<file path="src/rtl/sdr_refresh_pkg.sv">
`timescale 1ns/1ps
package sdr_refresh_pkg;

  typedef enum logic [2:0] {
    ST_RUN,
    ST_ENTER,
    ST_HOLD,
    ST_WAKE,
    ST_EXITREF
  } seqState_t;

  // strobes from the control FSM to the timer/debt datapath
  typedef struct packed {
    logic issueRefresh;
    logic holdTimer;
    logic reloadTimer;
  } seqStrobe_t;

endpackage

</file>
<file path="src/rtl/sdr_refresh_regs.sv">
`timescale 1ns/1ps
module sdr_refresh_regs #(
  parameter int RATE_W     = 16,
  parameter int RATE_RESET = 782
) (
  input  logic              clk,
  input  logic              rstN,
  input  logic              wrEn,
  input  logic              wrSel,
  input  logic [3:0]        wrBe,
  input  logic [31:0]       wrData,
  output logic [RATE_W-1:0] rate,
  output logic [RATE_W-1:0] rateNext,
  output logic              rateLoad,
  output logic              srBit,
  output logic              initStart
);

  localparam int RATE_BYTES = (RATE_W + 7) / 8;

  logic rateWr;
  logic cfgWr;
  logic unusedData;

  assign rateWr     = wrEn && wrSel;
  assign cfgWr      = wrEn && !wrSel;
  assign rateLoad   = rateWr && (|wrBe[RATE_BYTES-1:0]);
  assign unusedData = ^wrData;

  // per-bit lane merge of the rate value
  for (genvar i = 0; i < RATE_W; i++) begin : g_rateBit
    assign rateNext[i] = (rateWr && wrBe[i/8]) ? wrData[i] : rate[i];
  end

  always_ff @(posedge clk) begin
    if (!rstN) begin
      rate      <= RATE_W'(RATE_RESET);
      srBit     <= 1'b0;
      initStart <= 1'b0;
    end else begin
      rate      <= rateNext;
      if (cfgWr && wrBe[3]) srBit <= wrData[31];
      initStart <= cfgWr && (|wrBe[2:0]);
    end
  end

endmodule

</file>
<file path="src/rtl/sdr_refresh_timer.sv">
`timescale 1ns/1ps
module sdr_refresh_timer
  import sdr_refresh_pkg::*;
#(
  parameter int RATE_W     = 16,
  parameter int RATE_RESET = 782,
  parameter int DEBT_MAX   = 8
) (
  input  logic                             clk,
  input  logic                             rstN,
  input  logic [RATE_W-1:0]                rate,
  input  logic [RATE_W-1:0]                rateNext,
  input  logic                             rateLoad,
  input  seqStrobe_t                       strobe,
  output logic                             tick,
  output logic [$clog2(DEBT_MAX+1)-1:0]    debt,
  output logic                             debtZero,
  output logic                             debtFull
);

  localparam int DEBT_W = $clog2(DEBT_MAX + 1);

  logic [RATE_W-1:0] intervalCnt;
  logic              frozen;
  logic              debtInc;
  logic              debtDec;

  assign frozen   = strobe.holdTimer || strobe.reloadTimer || rateLoad;
  assign tick     = !frozen && (intervalCnt <= RATE_W'(1));
  assign debtZero = (debt == '0);
  assign debtFull = (debt == DEBT_W'(DEBT_MAX));
  assign debtInc  = tick && !debtFull;
  assign debtDec  = strobe.issueRefresh && !debtZero;

  always_ff @(posedge clk) begin
    if (!rstN) begin
      intervalCnt <= RATE_W'(RATE_RESET);
    end else if (rateLoad) begin
      intervalCnt <= rateNext;
    end else if (strobe.reloadTimer) begin
      intervalCnt <= rate;
    end else if (!strobe.holdTimer) begin
      intervalCnt <= tick ? rate : intervalCnt - RATE_W'(1);
    end
  end

  always_ff @(posedge clk) begin
    if (!rstN) begin
      debt <= '0;
    end else begin
      case ({debtInc, debtDec})
        2'b10:   debt <= debt + DEBT_W'(1);
        2'b01:   debt <= debt - DEBT_W'(1);
        default: debt <= debt;
      endcase
    end
  end

endmodule

</file>
<file path="src/rtl/sdr_refresh_ctrl.sv">
`timescale 1ns/1ps
module sdr_refresh_ctrl
  import sdr_refresh_pkg::*;
(
  input  logic       clk,
  input  logic       rstN,
  input  logic       srBit,
  input  logic       accReq,
  input  logic       accBusy,
  input  logic       tick,
  input  logic       debtZero,
  input  logic       debtFull,
  output seqStrobe_t strobe,
  output logic       accGrant,
  output logic       cmdRefresh,
  output logic       cmdSelfRefresh,
  output logic       cke,
  output logic       srActive
);

  seqState_t state;
  seqState_t stateNext;
  logic      refreshGo;
  logic      enterSr;

  assign refreshGo = !debtZero && !accBusy && (debtFull || !accReq);
  assign enterSr   = srBit && debtZero && !tick && !accReq && !accBusy;

  always_comb begin
    stateNext      = state;
    strobe         = '0;
    accGrant       = 1'b0;
    cmdRefresh     = 1'b0;
    cmdSelfRefresh = 1'b0;
    cke            = 1'b1;
    srActive       = 1'b0;
    case (state)
      ST_RUN: begin
        cmdRefresh          = refreshGo;
        strobe.issueRefresh = refreshGo;
        accGrant            = accReq && !accBusy && !debtFull;
        if (enterSr) stateNext = ST_ENTER;
      end
      ST_ENTER: begin
        cmdSelfRefresh   = 1'b1;
        cke              = 1'b0;
        srActive         = 1'b1;
        strobe.holdTimer = 1'b1;
        stateNext        = ST_HOLD;
      end
      ST_HOLD: begin
        cke              = 1'b0;
        srActive         = 1'b1;
        strobe.holdTimer = 1'b1;
        if (!srBit || accReq) stateNext = ST_WAKE;
      end
      ST_WAKE: begin
        strobe.holdTimer = 1'b1;
        stateNext        = ST_EXITREF;
      end
      ST_EXITREF: begin
        cmdRefresh         = 1'b1;
        strobe.reloadTimer = 1'b1;
        stateNext          = ST_RUN;
      end
      default: stateNext = ST_RUN;
    endcase
  end

  always_ff @(posedge clk) begin
    if (!rstN) state <= ST_RUN;
    else       state <= stateNext;
  end

endmodule

</file>
<file path="src/rtl/sdr_refresh_seq.sv">
`timescale 1ns/1ps
module sdr_refresh_seq
  import sdr_refresh_pkg::*;
#(
  parameter int RATE_W     = 16,
  parameter int RATE_RESET = 782,
  parameter int DEBT_MAX   = 8
) (
  input  logic                          clk,
  input  logic                          rstN,
  input  logic                          regWrEn,
  input  logic                          regSel,
  input  logic [3:0]                    regBe,
  input  logic [31:0]                   regWdata,
  input  logic                          accReq,
  input  logic                          accBusy,
  output logic                          accGrant,
  output logic                          cmdRefresh,
  output logic                          cmdSelfRefresh,
  output logic                          cke,
  output logic                          initStart,
  output logic                          srActive,
  output logic [$clog2(DEBT_MAX+1)-1:0] refreshDebt
);

  logic [RATE_W-1:0] rate;
  logic [RATE_W-1:0] rateNext;
  logic              rateLoad;
  logic              srBit;
  logic              tick;
  logic              debtZero;
  logic              debtFull;
  seqStrobe_t        strobe;

  sdr_refresh_regs #(.RATE_W(RATE_W), .RATE_RESET(RATE_RESET)) u_regs (
    .clk(clk), .rstN(rstN), .wrEn(regWrEn), .wrSel(regSel), .wrBe(regBe),
    .wrData(regWdata), .rate(rate), .rateNext(rateNext), .rateLoad(rateLoad),
    .srBit(srBit), .initStart(initStart)
  );

  sdr_refresh_timer #(.RATE_W(RATE_W), .RATE_RESET(RATE_RESET), .DEBT_MAX(DEBT_MAX)) u_timer (
    .clk(clk), .rstN(rstN), .rate(rate), .rateNext(rateNext), .rateLoad(rateLoad),
    .strobe(strobe), .tick(tick), .debt(refreshDebt), .debtZero(debtZero),
    .debtFull(debtFull)
  );

  sdr_refresh_ctrl u_ctrl (
    .clk(clk), .rstN(rstN), .srBit(srBit), .accReq(accReq), .accBusy(accBusy),
    .tick(tick), .debtZero(debtZero), .debtFull(debtFull), .strobe(strobe),
    .accGrant(accGrant), .cmdRefresh(cmdRefresh), .cmdSelfRefresh(cmdSelfRefresh),
    .cke(cke), .srActive(srActive)
  );

endmodule

</file>
<file path="config.mk">
export PLATFORM = sky130hd
export DESIGN_NAME = sdr_refresh_seq
export DESIGN_NICKNAME = d
export VERILOG_FILES = /design/src/rtl/sdr_refresh_pkg.sv /design/src/rtl/sdr_refresh_regs.sv /design/src/rtl/sdr_refresh_timer.sv /design/src/rtl/sdr_refresh_ctrl.sv /design/src/rtl/sdr_refresh_seq.sv
export SDC_FILE = /design/constraint.sdc
export NUM_CORES = 1
export LEC_CHECK = 0
export BUFFER_PORTS_ARGS = -buffer_cell sky130_fd_sc_hd__buf_2
export CAP_MARGIN = 20
export CORE_ASPECT_RATIO = 0.6
export CORE_MARGIN = 3
export CORE_UTILIZATION = 40
export DETAILED_ROUTE_END_ITERATION = 8
export SETUP_SLACK_MARGIN = 0.2
export SLEW_MARGIN = 20
export SYNTH_ARGS = -nofsm -noshare
export SYNTH_HDL_FRONTEND = slang
export SYNTH_SLANG_ARGS = --single-unit
export TNS_END_PERCENT = 30
</file>
<file path="constraint.sdc">
create_clock -name clk -period 3.1 [get_ports clk]
set_input_delay 0.465 -clock clk [delete_from_list [all_inputs] [get_ports clk]]
set_output_delay 0.465 -clock clk [all_outputs]
set_load 0.1 [all_outputs]
</file>
### Word level (Yosys, flattened, before mapping)

Cells that the tools add are included.

| word-level totals | value |
|---|---|
| register bits after elaboration | 41 |
| logic and storage cells | 90 |

| cells by class | value |
|---|---|
| eq/ne operators | 10 |
| reduce and logical (&&, ||, !) cells | 38 |
| multiplexer cells | 32 |
| $add $sub $neg | 3 |
| order comparisons | 1 |

Operator list:

| operator | count |
|---|---|
| 16-bit two-way mux | 4 |
| 1-bit two-way mux | 23 |
| 1-bit logical AND | 18 |
| 16-bit by 1-bit less-or-equal comparator with 1-bit output (second input constant) | 1 |
| 16-bit by 1-bit subtractor with 16-bit output (second input constant) | 1 |
| 3-bit case mux with 4 select lines | 1 |
| 1-bit logical NOT | 8 |
| 4-bit case mux with 2 select lines | 1 |
| 3-bit by 2-bit == test with 1-bit output (second input constant) | 2 |
| 3-bit two-way mux | 2 |
| 3-bit OR reduction | 2 |
| 4-bit by 1-bit adder with 4-bit output (second input constant) | 1 |
| 4-bit == test (second input constant) | 1 |
| 4-bit logical NOT | 1 |
| 1-bit logical OR | 4 |
| 2-bit by 1-bit inequality test with 1-bit output (second input constant) | 2 |
| 2-bit OR reduction | 2 |
| 4-bit by 1-bit subtractor with 4-bit output (second input constant) | 1 |
| 3-bit by 1-bit == test with 1-bit output (second input constant) | 1 |
| 3-bit == test (second input constant) | 1 |
| 3-bit logical NOT | 1 |
| 3-bit by 2-bit inequality test with 1-bit output (second input constant) | 1 |
| 2-bit by 1-bit == test with 1-bit output (second input constant) | 1 |
| 2-bit == test (second input constant) | 1 |
| 3 further kinds | 3 |

### Logic depth before layout (Yosys ltp)

Gate-level depths: netlist of the first run.

| depth | value |
|---|---|
| depth after elaboration | 13 |
| depth in mapped cells | 12 |
| mapped depth without buffers | 12 |

### Hierarchy

From an unflattened synthesis of the first run, not the netlist that was laid out.

| unflattened totals | value |
|---|---|
| cells, all modules | 306 |
| area, all modules | 2660.1 um2 |

By module, submodules not included:

| module | area an instance (um2) | cells an instance | instances | sequential area each (um2) |
|---|---|---|---|---|
| sdr_refresh_timer | 1520.2 | 183 | 1 | 400.4 |
| sdr_refresh_regs | 942.2 | 100 | 1 | 360.3 |
| sdr_refresh_ctrl | 197.7 | 23 | 1 | 60.1 |

### Worst setup path before layout of the first run

OpenSTA, ideal clock, no wires.

| timing path | value |
|---|---|
| kind | register to output |
| start point | reg u_timer.debt[1] |
| end point | out accGrant |
| buffers on the path | 1 |
| arrival time | 4.267 ns |
| stages on the path, launching flop included | 5 |
| setup slack | -1.632 ns |
| required time | 2.635 ns |
| cell sequence | dfxtp_1 -> clkbuf_1 -> or4b_1 -> nand2_1 -> nor4_1 |

| between the ends | value |
|---|---|
| word-level cells in the longest chain between the ends | 4 |

Ends and longest elaborated chain:

| element | RTL line | source |
|---|---|---|
| start: declaration | sdr_refresh_timer.sv:16 | `output logic [$clog2(DEBT_MAX+1)-1:0] debt,` |
| start signal: assignment | sdr_refresh_timer.sv:52 | `2'b10: debt <= debt + DEBT_W'(1);` |
| start signal: assignment | sdr_refresh_timer.sv:53 | `2'b01: debt <= debt - DEBT_W'(1);` |
| start signal: assignment | sdr_refresh_timer.sv:54 | `default: debt <= debt;` |
| 4-bit == test | sdr_refresh_timer.sv:31 | `assign debtFull = (debt == DEBT_W'(DEBT_MAX));` |
| 1-bit logical NOT | sdr_refresh_ctrl.sv:41 | `accGrant = accReq && !accBusy && !debtFull;` |
| 1-bit logical AND | sdr_refresh_ctrl.sv:41 |  |
| 1-bit two-way mux | sdr_refresh_ctrl.sv:37 | `case (state)` |
| end: declaration | sdr_refresh_seq.sv:17 | `output logic accGrant,` |

Every way passes these cells.

### Worst setup path after layout of the first run

| timing path | value |
|---|---|
| start point | reg u_timer.debt[0] |
| end point | reg u_timer.debt[2] |

| between the ends | value |
|---|---|
| word-level cells in the longest chain between the ends | 8 |

Ends and longest elaborated chain:

| element | RTL line | source |
|---|---|---|
| 4-bit logical NOT | sdr_refresh_timer.sv:30 | `assign debtZero = (debt == '0);` |
| 1-bit logical NOT | sdr_refresh_timer.sv:33, sdr_refresh_ctrl.sv:26 |  |
| 1-bit logical AND (2 in a row) | sdr_refresh_ctrl.sv:26 | `assign refreshGo = !debtZero && !accBusy && (debtFull \|\| !accReq);` |
| 1-bit two-way mux | sdr_refresh_ctrl.sv:37 |  |
| 1-bit logical AND | sdr_refresh_timer.sv:33 | `assign debtDec = strobe.issueRefresh && !debtZero;` |
| 2-bit by 1-bit == test with 1-bit output or 2-bit == test (tied branches) | sdr_refresh_timer.sv:51 | `case ({debtInc, debtDec})` |
| 4-bit case mux with 2 select lines or 2-bit nonzero test (tied branches) | - |  |

Several ways; a longest one is shown, not always the timed one.
A chain may end at the register's enable or synchronous reset.

==> results of run 1 <==
==> final timing paths <==
| check | start | to | cells after the start |
|---|---|---|---|
| worst max-delay path | u_timer.debt[0] | u_timer.debt[2] | 11 |
| worst min-delay path | regWdata[1] | u_regs.rate[1] | 3 |
| worst max register to register | u_timer.debt[0] | u_timer.debt[2] | 11 |
| worst min register to register | u_regs.srBit | u_regs.srBit | 2 |
==> per-layer routing <==
| metal | share of wire | global-route usage | wire [µm] | up-vias |
|---|---|---|---|---|
| li1 | - | - | - | 1031 |
| met1 | 0.56 | 0.288 | 3200 | 937 |
| met2 | 0.36 | 0.249 | 2100 | 52 |
| met3 | 0.073 | 0.0422 | 420 | 7 |
| met4 | 0.0075 | 0.0295 | 43 | 0 |
| met5 | 0 | 0 | 0 | - |
==> kinds of logic after synthesis <==
group | Yosys count
compound gates | 50
xor+xnor | 18
fa+ha+maj | 5
buf+inv | 17
flops | 41
mux | 31
simple gates | 105
==> per-stage QoR <==
step / worst slack [ns] / instance area (µm²)
after floorplan: -0.140 / 2350
after global placement: 0.257 / 2610
after detailed placement: 0.187 / 2610
after CTS: 0.302 / 2700
after global routing: 0.208 / 2720
final: 0.352 / 2720
==> sequential cells by signal (all words and copies together), names as in the netlist <==
signal               count
u_ctrl.state             3
u_timer.intervalCnt     16
u_timer.debt             4
u_regs.initStart         1
u_regs.srBit             1
u_regs.rate             16
==> timing repair <==
item                                    CTS  global route
gates cloned                              0             0
gates resized for setup                   2             2
endpoints found under the setup margin    1             1
buffers inserted                          0             1
pin swaps                                 0             1
==> cell usage in the layout, fill, tap and decap left out, types with 3 or more instances in the layout <==
cell type  Yosys  layout
xnor2_1       12      12
inv_1          5       5
dfxtp_1       41      41
buf_2          0      36
o21ai_1        8       8
clkbuf_8       0       5
mux2i_1       31      31
o2bb2ai_1      6       6
nor3_1         7       7
xor2_1         6       6
o22ai_1        4       4
nand3_1        9       9
a211oi_1       3       3
ha_1           5       4
nand4_1        4       4
buf_4          0       5
nand4b_1       3       3
a21oi_1       11      11
nand2b_1       5       5
nand2_1       23      22
nor2_1        34      33
o211ai_1       4       4
==> tightest hold or removal path, stage by stage <==
cell     delay (ns)
buf_2          0.08
mux2i_1        0.07
nand2_1        0.06
==> synthesized netlist by cell type (3+ instances only) <==
| master | instances |
|---|---|
| dfxtp_1 | 41 |
| nor2_1 | 34 |
| mux2i_1 | 31 |
| nand2_1 | 23 |
| xnor2_1 | 12 |
| a21oi_1 | 11 |
| clkbuf_1 | 10 |
| nand3_1 | 9 |
| o21ai_1 | 8 |
| nor3_1 | 7 |
| o2bb2ai_1 | 6 |
| xor2_1 | 6 |
| ha_1 | 5 |
| inv_1 | 5 |
| nand2b_1 | 5 |
| nand4_1 | 4 |
| nor4_1 | 4 |
| o211ai_1 | 4 |
| o22ai_1 | 4 |
| a211oi_1 | 3 |
| nand4b_1 | 3 |
==> layout make-up <==
type	count	share of cell area
repair buffers	41	0.0801
clock inverters	2	0.00368
multi-input cells	209	0.544
flip-flops and latches	41	0.302
inverters	6	0.00829
well taps	77	0.0355
clock buffers	6	0.0267
==> where the power goes <==
part	internal, W	leakage (nW)	switching, W
logic	0.0000681	0.838	0.000105
clock network	0.000156	0.0450	0.000186
registers	0.000550	0.334	0.0000327
==> run_summary.xml, run 1 <==
<?xml version="1.0" encoding="UTF-8"?>
<metrics>
  <group name="logic_synthesis">
    <metric name="muxShareOfSynthArea" unit="">0.133</metric>
    <metric name="synth.cell_area" unit="µm²">2330</metric>
    <metric name="synth.yosys.warnings" unit="">0</metric>
    <metric name="combinational_family_with_the_most_area_after_synthesis" unit="">simple AND/OR/NAND/NOR gates</metric>
    <metric name="post_synth_inst_count" unit="">267</metric>
    <metric name="simple_logic_cell_fraction_of_the_synthesized_area" unit="">0.239</metric>
    <metric name="synth_compound_gate_area_share" unit="">0.151</metric>
    <metric name="synth-main-ff-cell" unit="">dfxtp_1</metric>
    <metric name="yosys_register_bits" unit="">41</metric>
    <metric name="synth.yosys.seq_area_share" unit="">0.352</metric>
    <metric name="count_of_flip_flops_with_a_built_in_enable_after_synthesis" unit="">0</metric>
    <metric name="portion_of_synthesized_cell_area_occupied_by_the_leading_cell_type" unit="">0.352</metric>
    <metric name="synth_xor_xnor_area_share" unit="">0.0676</metric>
    <metric name="post_synthesis_net_count" unit="">314</metric>
    <metric name="synth_async_sr_flop_share" unit="">0</metric>
    <metric name="synth_top_cell_by_area" unit="">dfxtp_1</metric>
    <metric name="synthTopCellsByArea" unit="">dfxtp_1 (35%), mux2i_1 (13%), nor2_1 (5.5%)</metric>
    <metric name="yosys.area_share.adder" unit="">0.0268</metric>
    <metric name="synth_cell_types" unit="">47</metric>
    <metric name="syn-mean-instance-area" unit="µm²">8.73</metric>
  </group>
  <group name="finish">
    <metric name="filler_cell_count" unit="">525</metric>
    <metric name="fin_nets" unit="">351</metric>
    <metric name="fin_util" unit="">0.510</metric>
    <metric name="seq_area" unit="µm²">821</metric>
    <metric name="multi_input_comb_area" unit="µm²">1480</metric>
    <metric name="antenna_cells" unit="">0</metric>
    <metric name="post_route_cells_drive_above_1_share" unit="">0.200</metric>
    <metric name="finish.cell_count_without_fillers" unit="">382</metric>
    <metric name="synthToLayoutAreaGrowth" unit="%">16.5</metric>
  </group>
  <group name="placed_design">
    <metric name="gp_congestion" unit="">0.868</metric>
    <metric name="numPortBuffers" unit="">36</metric>
    <metric name="dp_hpwl" unit="µm">4160</metric>
    <metric name="place.detailed.instances" unit="">373</metric>
  </group>
  <group name="route">
    <metric name="routedWlPerCell" unit="µm">15.1</metric>
    <metric name="detail_routed_via_count_per_cell" unit="">5.31</metric>
    <metric name="drcViolationCount" unit="">0</metric>
    <metric name="via_count" unit="">2027</metric>
    <metric name="drt_pre_antenna_iters" unit="">4</metric>
    <metric name="drt-initial-drc-count" unit="">114</metric>
    <metric name="wirelength" unit="µm">5770</metric>
    <metric name="ant_nets" unit="">0</metric>
  </group>
  <group name="critical_path">
    <metric name="worst_path_max_delay_cell" unit="">or4b_1</metric>
    <metric name="critical_path_arrival" unit="ns">2.97</metric>
    <metric name="critical_path.startpoint_type" unit="">flip-flop</metric>
    <metric name="worstPathCellList" unit="">or4b_1, nand2_2, nand2b_1, nor4_4, ha_2, xor2_1, ha_1, a21oi_1, xor2_1, or3_1, a21oi_1</metric>
    <metric name="kind_of_cell_adding_the_most_delay_to_the_critical_path" unit="">simple AND/OR/NAND/NOR gates</metric>
    <metric name="critical_path.endpoint_type" unit="">flip-flop</metric>
    <metric name="timing.reg2reg.setup_slack" unit="ns">0.35</metric>
    <metric name="worst-path-max-fanout" unit="">8</metric>
    <metric name="worst-setup-path-type" unit="">flip-flop to flip-flop</metric>
    <metric name="cp.buffers_inverters" unit="">0</metric>
    <metric name="slowest_delay" unit="ns">0.61</metric>
    <metric name="worst_ep_required_time" unit="ns">3.32</metric>
  </group>
  <group name="power">
    <metric name="fin_total_pwr" unit="W">0.00110</metric>
    <metric name="vdd_drop_max" unit="mV">0.177</metric>
    <metric name="cellLeakagePower" unit="nW">1.22</metric>
    <metric name="power-per-cell-area" unit="nW/µm²">404</metric>
  </group>
  <group name="timing">
    <metric name="tightestPinTransition" unit="ns">0.760</metric>
    <metric name="finalSetupTns" unit="ns">0</metric>
    <metric name="finClkSkew" unit="ns">0.00874</metric>
    <metric name="final_max_slew_viol_count" unit="">0</metric>
    <metric name="final_min_period_over_clock_period" unit="">0.887</metric>
    <metric name="timing.fmax" unit="MHz">364</metric>
    <metric name="final_period_minus_worst_setup_slack" unit="ns">2.75</metric>
    <metric name="finalSetupViolations" unit="">0</metric>
    <metric name="maxSlewHeadroom" unit="">0.493</metric>
    <metric name="finalHoldWorstSlack" unit="ns">0.405</metric>
    <metric name="rsz_0062_raised_after_global_routing" unit="">false</metric>
    <metric name="final_hold_vios" unit="">0</metric>
  </group>
  <group name="clock_tree">
    <metric name="cts_root_buffer" unit="">clkbuf_8</metric>
    <metric name="worst_skew_pair.late_latency" unit="ns">0.29</metric>
    <metric name="clk_path_buf_depth" unit="">2</metric>
    <metric name="tritoncts" unit="">yes</metric>
    <metric name="cts_buffers" unit="">5</metric>
    <metric name="clock-sinks" unit="">41</metric>
    <metric name="h-tree-depth" unit="">2</metric>
    <metric name="cts_hold_buf" unit="">0</metric>
    <metric name="clkTransAtPathRegs" unit="ns">0.08</metric>
  </group>
  <group name="floorplan">
    <metric name="core_footprint" unit="µm²">5330</metric>
    <metric name="top_level_ports" unit="">52</metric>
    <metric name="initial_utilization" unit="">0.438</metric>
    <metric name="die_w" unit="µm">105</metric>
    <metric name="die_y" unit="µm">65.1</metric>
    <metric name="fp.dieArea" unit="µm²">6810</metric>
    <metric name="num_rows" unit="">20</metric>
  </group>
  <group name="global_routing">
    <metric name="grt_max_degree" unit="">26</metric>
    <metric name="first_global_vias" unit="">1876</metric>
    <metric name="overflow" unit="">0</metric>
    <metric name="gr-usage-all-layers" unit="">0.182</metric>
    <metric name="antenna_violations_before_repair" unit="">0</metric>
    <metric name="first_pass_grt_wire_length" unit="µm">9940</metric>
  </group>
  <group name="min_path">
    <metric name="timing.hold.worst.class" unit="">input pin to flip-flop</metric>
  </group>
  <group name="outcome">
    <metric name="status" unit="">completed</metric>
  </group>
  <group name="flow_run">
    <metric name="cap_violations" unit="">0</metric>
  </group>
</metrics>
Note: power is estimated with default switching activity, not from simulation.
==> run 2, diff against run 1 <==
--- a/config.mk
+++ b/config.mk
@@ -7,10 +7,13 @@
 export LEC_CHECK = 0
 export BUFFER_PORTS_ARGS = -buffer_cell sky130_fd_sc_hd__buf_2
 export CAP_MARGIN = 20
+export CELL_PAD_IN_SITES_DETAIL_PLACEMENT = 2
+export CELL_PAD_IN_SITES_GLOBAL_PLACEMENT = 2
 export CORE_ASPECT_RATIO = 0.6
 export CORE_MARGIN = 3
-export CORE_UTILIZATION = 40
+export CORE_UTILIZATION = 32
 export DETAILED_ROUTE_END_ITERATION = 8
+export PLACE_DENSITY_LB_ADDON = 0.1
 export SETUP_SLACK_MARGIN = 0.2
 export SLEW_MARGIN = 20
 export SYNTH_ARGS = -nofsm -noshare
==> run 2 against run 1 <==
  * Via count increased by 7.5%
  * Critical path depth unchanged
  * Largest cell class unchanged
  * Clock power increased by 48%
  * First-iteration DRC count decreased by 24%
  * Critical endpoint unchanged
  * Routed wire length increased by 31%
  * Die area increased by 23%
==> run_summary.xml, run 2 (synthesis gave the netlist of run 1 again) <==
<?xml version="1.0" encoding="UTF-8"?>
<metrics>
  <group name="finish">
    <metric name="registers_with_the_most_flip_flops" unit="">u_regs.rate x16, u_timer.intervalCnt x16, u_timer.debt x4</metric>
    <metric name="antenna_cells" unit="">0</metric>
    <metric name="layout_commonest_cell" unit="">dfxtp_1</metric>
    <metric name="layout.cells.most_common_list" unit="">dfxtp_1 (41), buf_2 (36), nor2_1 (33)</metric>
    <metric name="post_route_cells_drive_above_1_share" unit="">0.217</metric>
    <metric name="filler_cell_count" unit="">779</metric>
    <metric name="finish.cell_count_without_fillers" unit="">401</metric>
    <metric name="synthToLayoutAreaGrowth" unit="%">21.9</metric>
    <metric name="fin_nets" unit="">360</metric>
    <metric name="seq_area" unit="µm²">821</metric>
    <metric name="multi_input_comb_area" unit="µm²">1470</metric>
  </group>
  <group name="critical_path">
    <metric name="slowest_delay" unit="ns">0.58</metric>
    <metric name="critical_path.endpoint_type" unit="">flip-flop</metric>
    <metric name="critical_path.startpoint_type" unit="">flip-flop</metric>
    <metric name="critical_path_arrival" unit="ns">2.93</metric>
    <metric name="worst-setup-path-type" unit="">flip-flop to flip-flop</metric>
    <metric name="worstPathCellList" unit="">or4b_1, nand2_1, nand2b_1, nor4_2, ha_2, xor2_1, ha_1, a21oi_1, xor2_1, or3_1, a21oi_1</metric>
    <metric name="worst_reg2reg_path_length_in_cells" unit="">11</metric>
    <metric name="worst-path-max-fanout" unit="">4</metric>
    <metric name="worst_path_max_delay_cell" unit="">or4b_1</metric>
    <metric name="worst_ep_required_time" unit="ns">3.31</metric>
  </group>
  <group name="floorplan">
    <metric name="top_level_ports" unit="">52</metric>
    <metric name="die_w" unit="µm">116</metric>
    <metric name="num_rows" unit="">23</metric>
    <metric name="die_y" unit="µm">72.1</metric>
    <metric name="initial_utilization" unit="">0.339</metric>
    <metric name="fp.dieArea" unit="µm²">8380</metric>
    <metric name="core_footprint" unit="µm²">6880</metric>
  </group>
  <group name="timing">
    <metric name="finalSetupViolations" unit="">0</metric>
    <metric name="finClkSkew" unit="ns">0.00407</metric>
    <metric name="final_period_minus_worst_setup_slack" unit="ns">2.72</metric>
    <metric name="timing.fmax" unit="MHz">368</metric>
    <metric name="finalHoldWorstSlack" unit="ns">0.421</metric>
    <metric name="tightestPinTransition" unit="ns">0.732</metric>
    <metric name="final_min_period_over_clock_period" unit="">0.876</metric>
    <metric name="final_hold_vios" unit="">0</metric>
    <metric name="maxSlewHeadroom" unit="">0.511</metric>
    <metric name="final_max_slew_viol_count" unit="">0</metric>
    <metric name="rsz_0062_raised_after_global_routing" unit="">false</metric>
  </group>
  <group name="outcome">
    <metric name="status" unit="">completed</metric>
  </group>
  <group name="global_routing">
    <metric name="antenna_violations_before_repair" unit="">0</metric>
    <metric name="first_global_vias" unit="">2210</metric>
    <metric name="grt_max_degree" unit="">26</metric>
    <metric name="first_pass_grt_wire_length" unit="µm">12100</metric>
    <metric name="gr-usage-all-layers" unit="">0.189</metric>
    <metric name="overflow" unit="">0</metric>
  </group>
  <group name="route">
    <metric name="drt_pre_antenna_iters" unit="">4</metric>
    <metric name="drcViolationCount" unit="">0</metric>
    <metric name="via_count" unit="">2180</metric>
    <metric name="wirelength" unit="µm">7530</metric>
    <metric name="detail_routed_via_count_per_cell" unit="">5.44</metric>
    <metric name="routedWlPerCell" unit="µm">18.8</metric>
    <metric name="ant_nets" unit="">0</metric>
    <metric name="drt-initial-drc-count" unit="">87</metric>
  </group>
  <group name="placed_design">
    <metric name="numPortBuffers" unit="">36</metric>
    <metric name="gp_congestion" unit="">0.745</metric>
    <metric name="dp_hpwl" unit="µm">5470</metric>
    <metric name="place.detailed.instances" unit="">389</metric>
  </group>
  <group name="clock_tree">
    <metric name="h-tree-depth" unit="">2</metric>
    <metric name="clk_path_buf_depth" unit="">2</metric>
    <metric name="tritoncts" unit="">yes</metric>
    <metric name="clock-sinks" unit="">41</metric>
    <metric name="clkTransAtPathRegs" unit="ns">0.06</metric>
    <metric name="cts_buffers" unit="">5</metric>
    <metric name="cts_root_buffer" unit="">clkbuf_16</metric>
    <metric name="worst_skew_pair.late_latency" unit="ns">0.29</metric>
  </group>
  <group name="power">
    <metric name="power.clock.fraction" unit="">0.395</metric>
    <metric name="sequentialPowerShare" unit="">0.454</metric>
    <metric name="cellLeakagePower" unit="nW">1.28</metric>
    <metric name="internal-power" unit="W">0.000925</metric>
    <metric name="combinationalPowerShare" unit="">0.151</metric>
    <metric name="power-per-cell-area" unit="nW/µm²">451</metric>
    <metric name="vdd_drop_max" unit="mV">0.243</metric>
    <metric name="power.switching_fraction" unit="">0.279</metric>
    <metric name="p_switching" unit="W">0.000358</metric>
  </group>
  <group name="flow_run">
    <metric name="cap_violations" unit="">0</metric>
  </group>
  <group name="min_path">
    <metric name="timing.hold.worst.class" unit="">input pin to flip-flop</metric>
    <metric name="hold_path_cells" unit="">3</metric>
  </group>
</metrics>
-- run 2: cell count changes in the layout (fill, tap and decap cells not counted), moves of 2 or more --
cell       delta
buf_4         +9
clkbuf_1      +2
clkbuf_16     +5
clkbuf_8      -5
clkinv_2      -2
-- run 2: final timing paths --
path                    from               to  slack (ns)
min reg2reg     u_regs.srBit     u_regs.srBit        0.48
max          u_timer.debt[0]  u_timer.debt[2]        0.38
max reg2reg  u_timer.debt[0]  u_timer.debt[2]        0.38
min              regWdata[3]   u_regs.rate[3]        0.42
-- run 2: area by class of cell --
| class | instances | area share |
|---|---|---|
| well taps | 87 | 0.0383 |
| multi-input cells | 209 | 0.517 |
| repair buffers | 50 | 0.100 |
| flip-flops and latches | 41 | 0.289 |
| inverters | 6 | 0.00792 |
| clock buffers | 8 | 0.0480 |
-- run 2: per-layer routing --
metal,vias up,global-route usage,wire [µm]
li1,1059,-,-
met1,1074,0.288,4040
met2,39,0.270,3070
met3,8,0.0408,348
met4,0,0.0463,70
met5,-,0,0
-- run 2: power groups by stage --
stage	logic [W]	registers, W	clock network (W)
after floorplan	0.000119	0.000588	0
after global placement	0.000184	0.000592	0
after detailed placement	0.000192	0.000592	0
after CTS	0.000194	0.000582	0.000524
after global routing	0.000216	0.000585	0.000554
final	0.000194	0.000582	0.000507
-- run 2: critical path, delay by kind of cell (launching register included) --
kind	cells	cell delay, ns
simple gates	5	1.38
fa+ha+maj	2	0.44
flops	1	0.33
xor+xnor	2	0.31
compound gates	2	0.19
-- run 2: through the flow --
stage / instance area [µm²] / utilization / total power, W / worst slack, ns / TNS [ns]
floorplan: 2350 / - / 0.000707 / -0.140 / -0.273
global placement: 2670 / 0.387 / 0.000776 / 0.302 / 0
detailed placement: 2670 / 0.387 / 0.000784 / 0.224 / 0
CTS: 2800 / 0.407 / 0.00130 / 0.211 / 0
global route: 2840 / 0.413 / 0.00135 / 0.170 / 0
finish: 2840 / 0.413 / 0.00128 / 0.384 / 0
-- run 2: repair_timing --
action	in CTS	in global routing
hold buffers	0	0
endpoints found under the setup margin	0	1
setup buffers	0	4
resized for setup	0	3
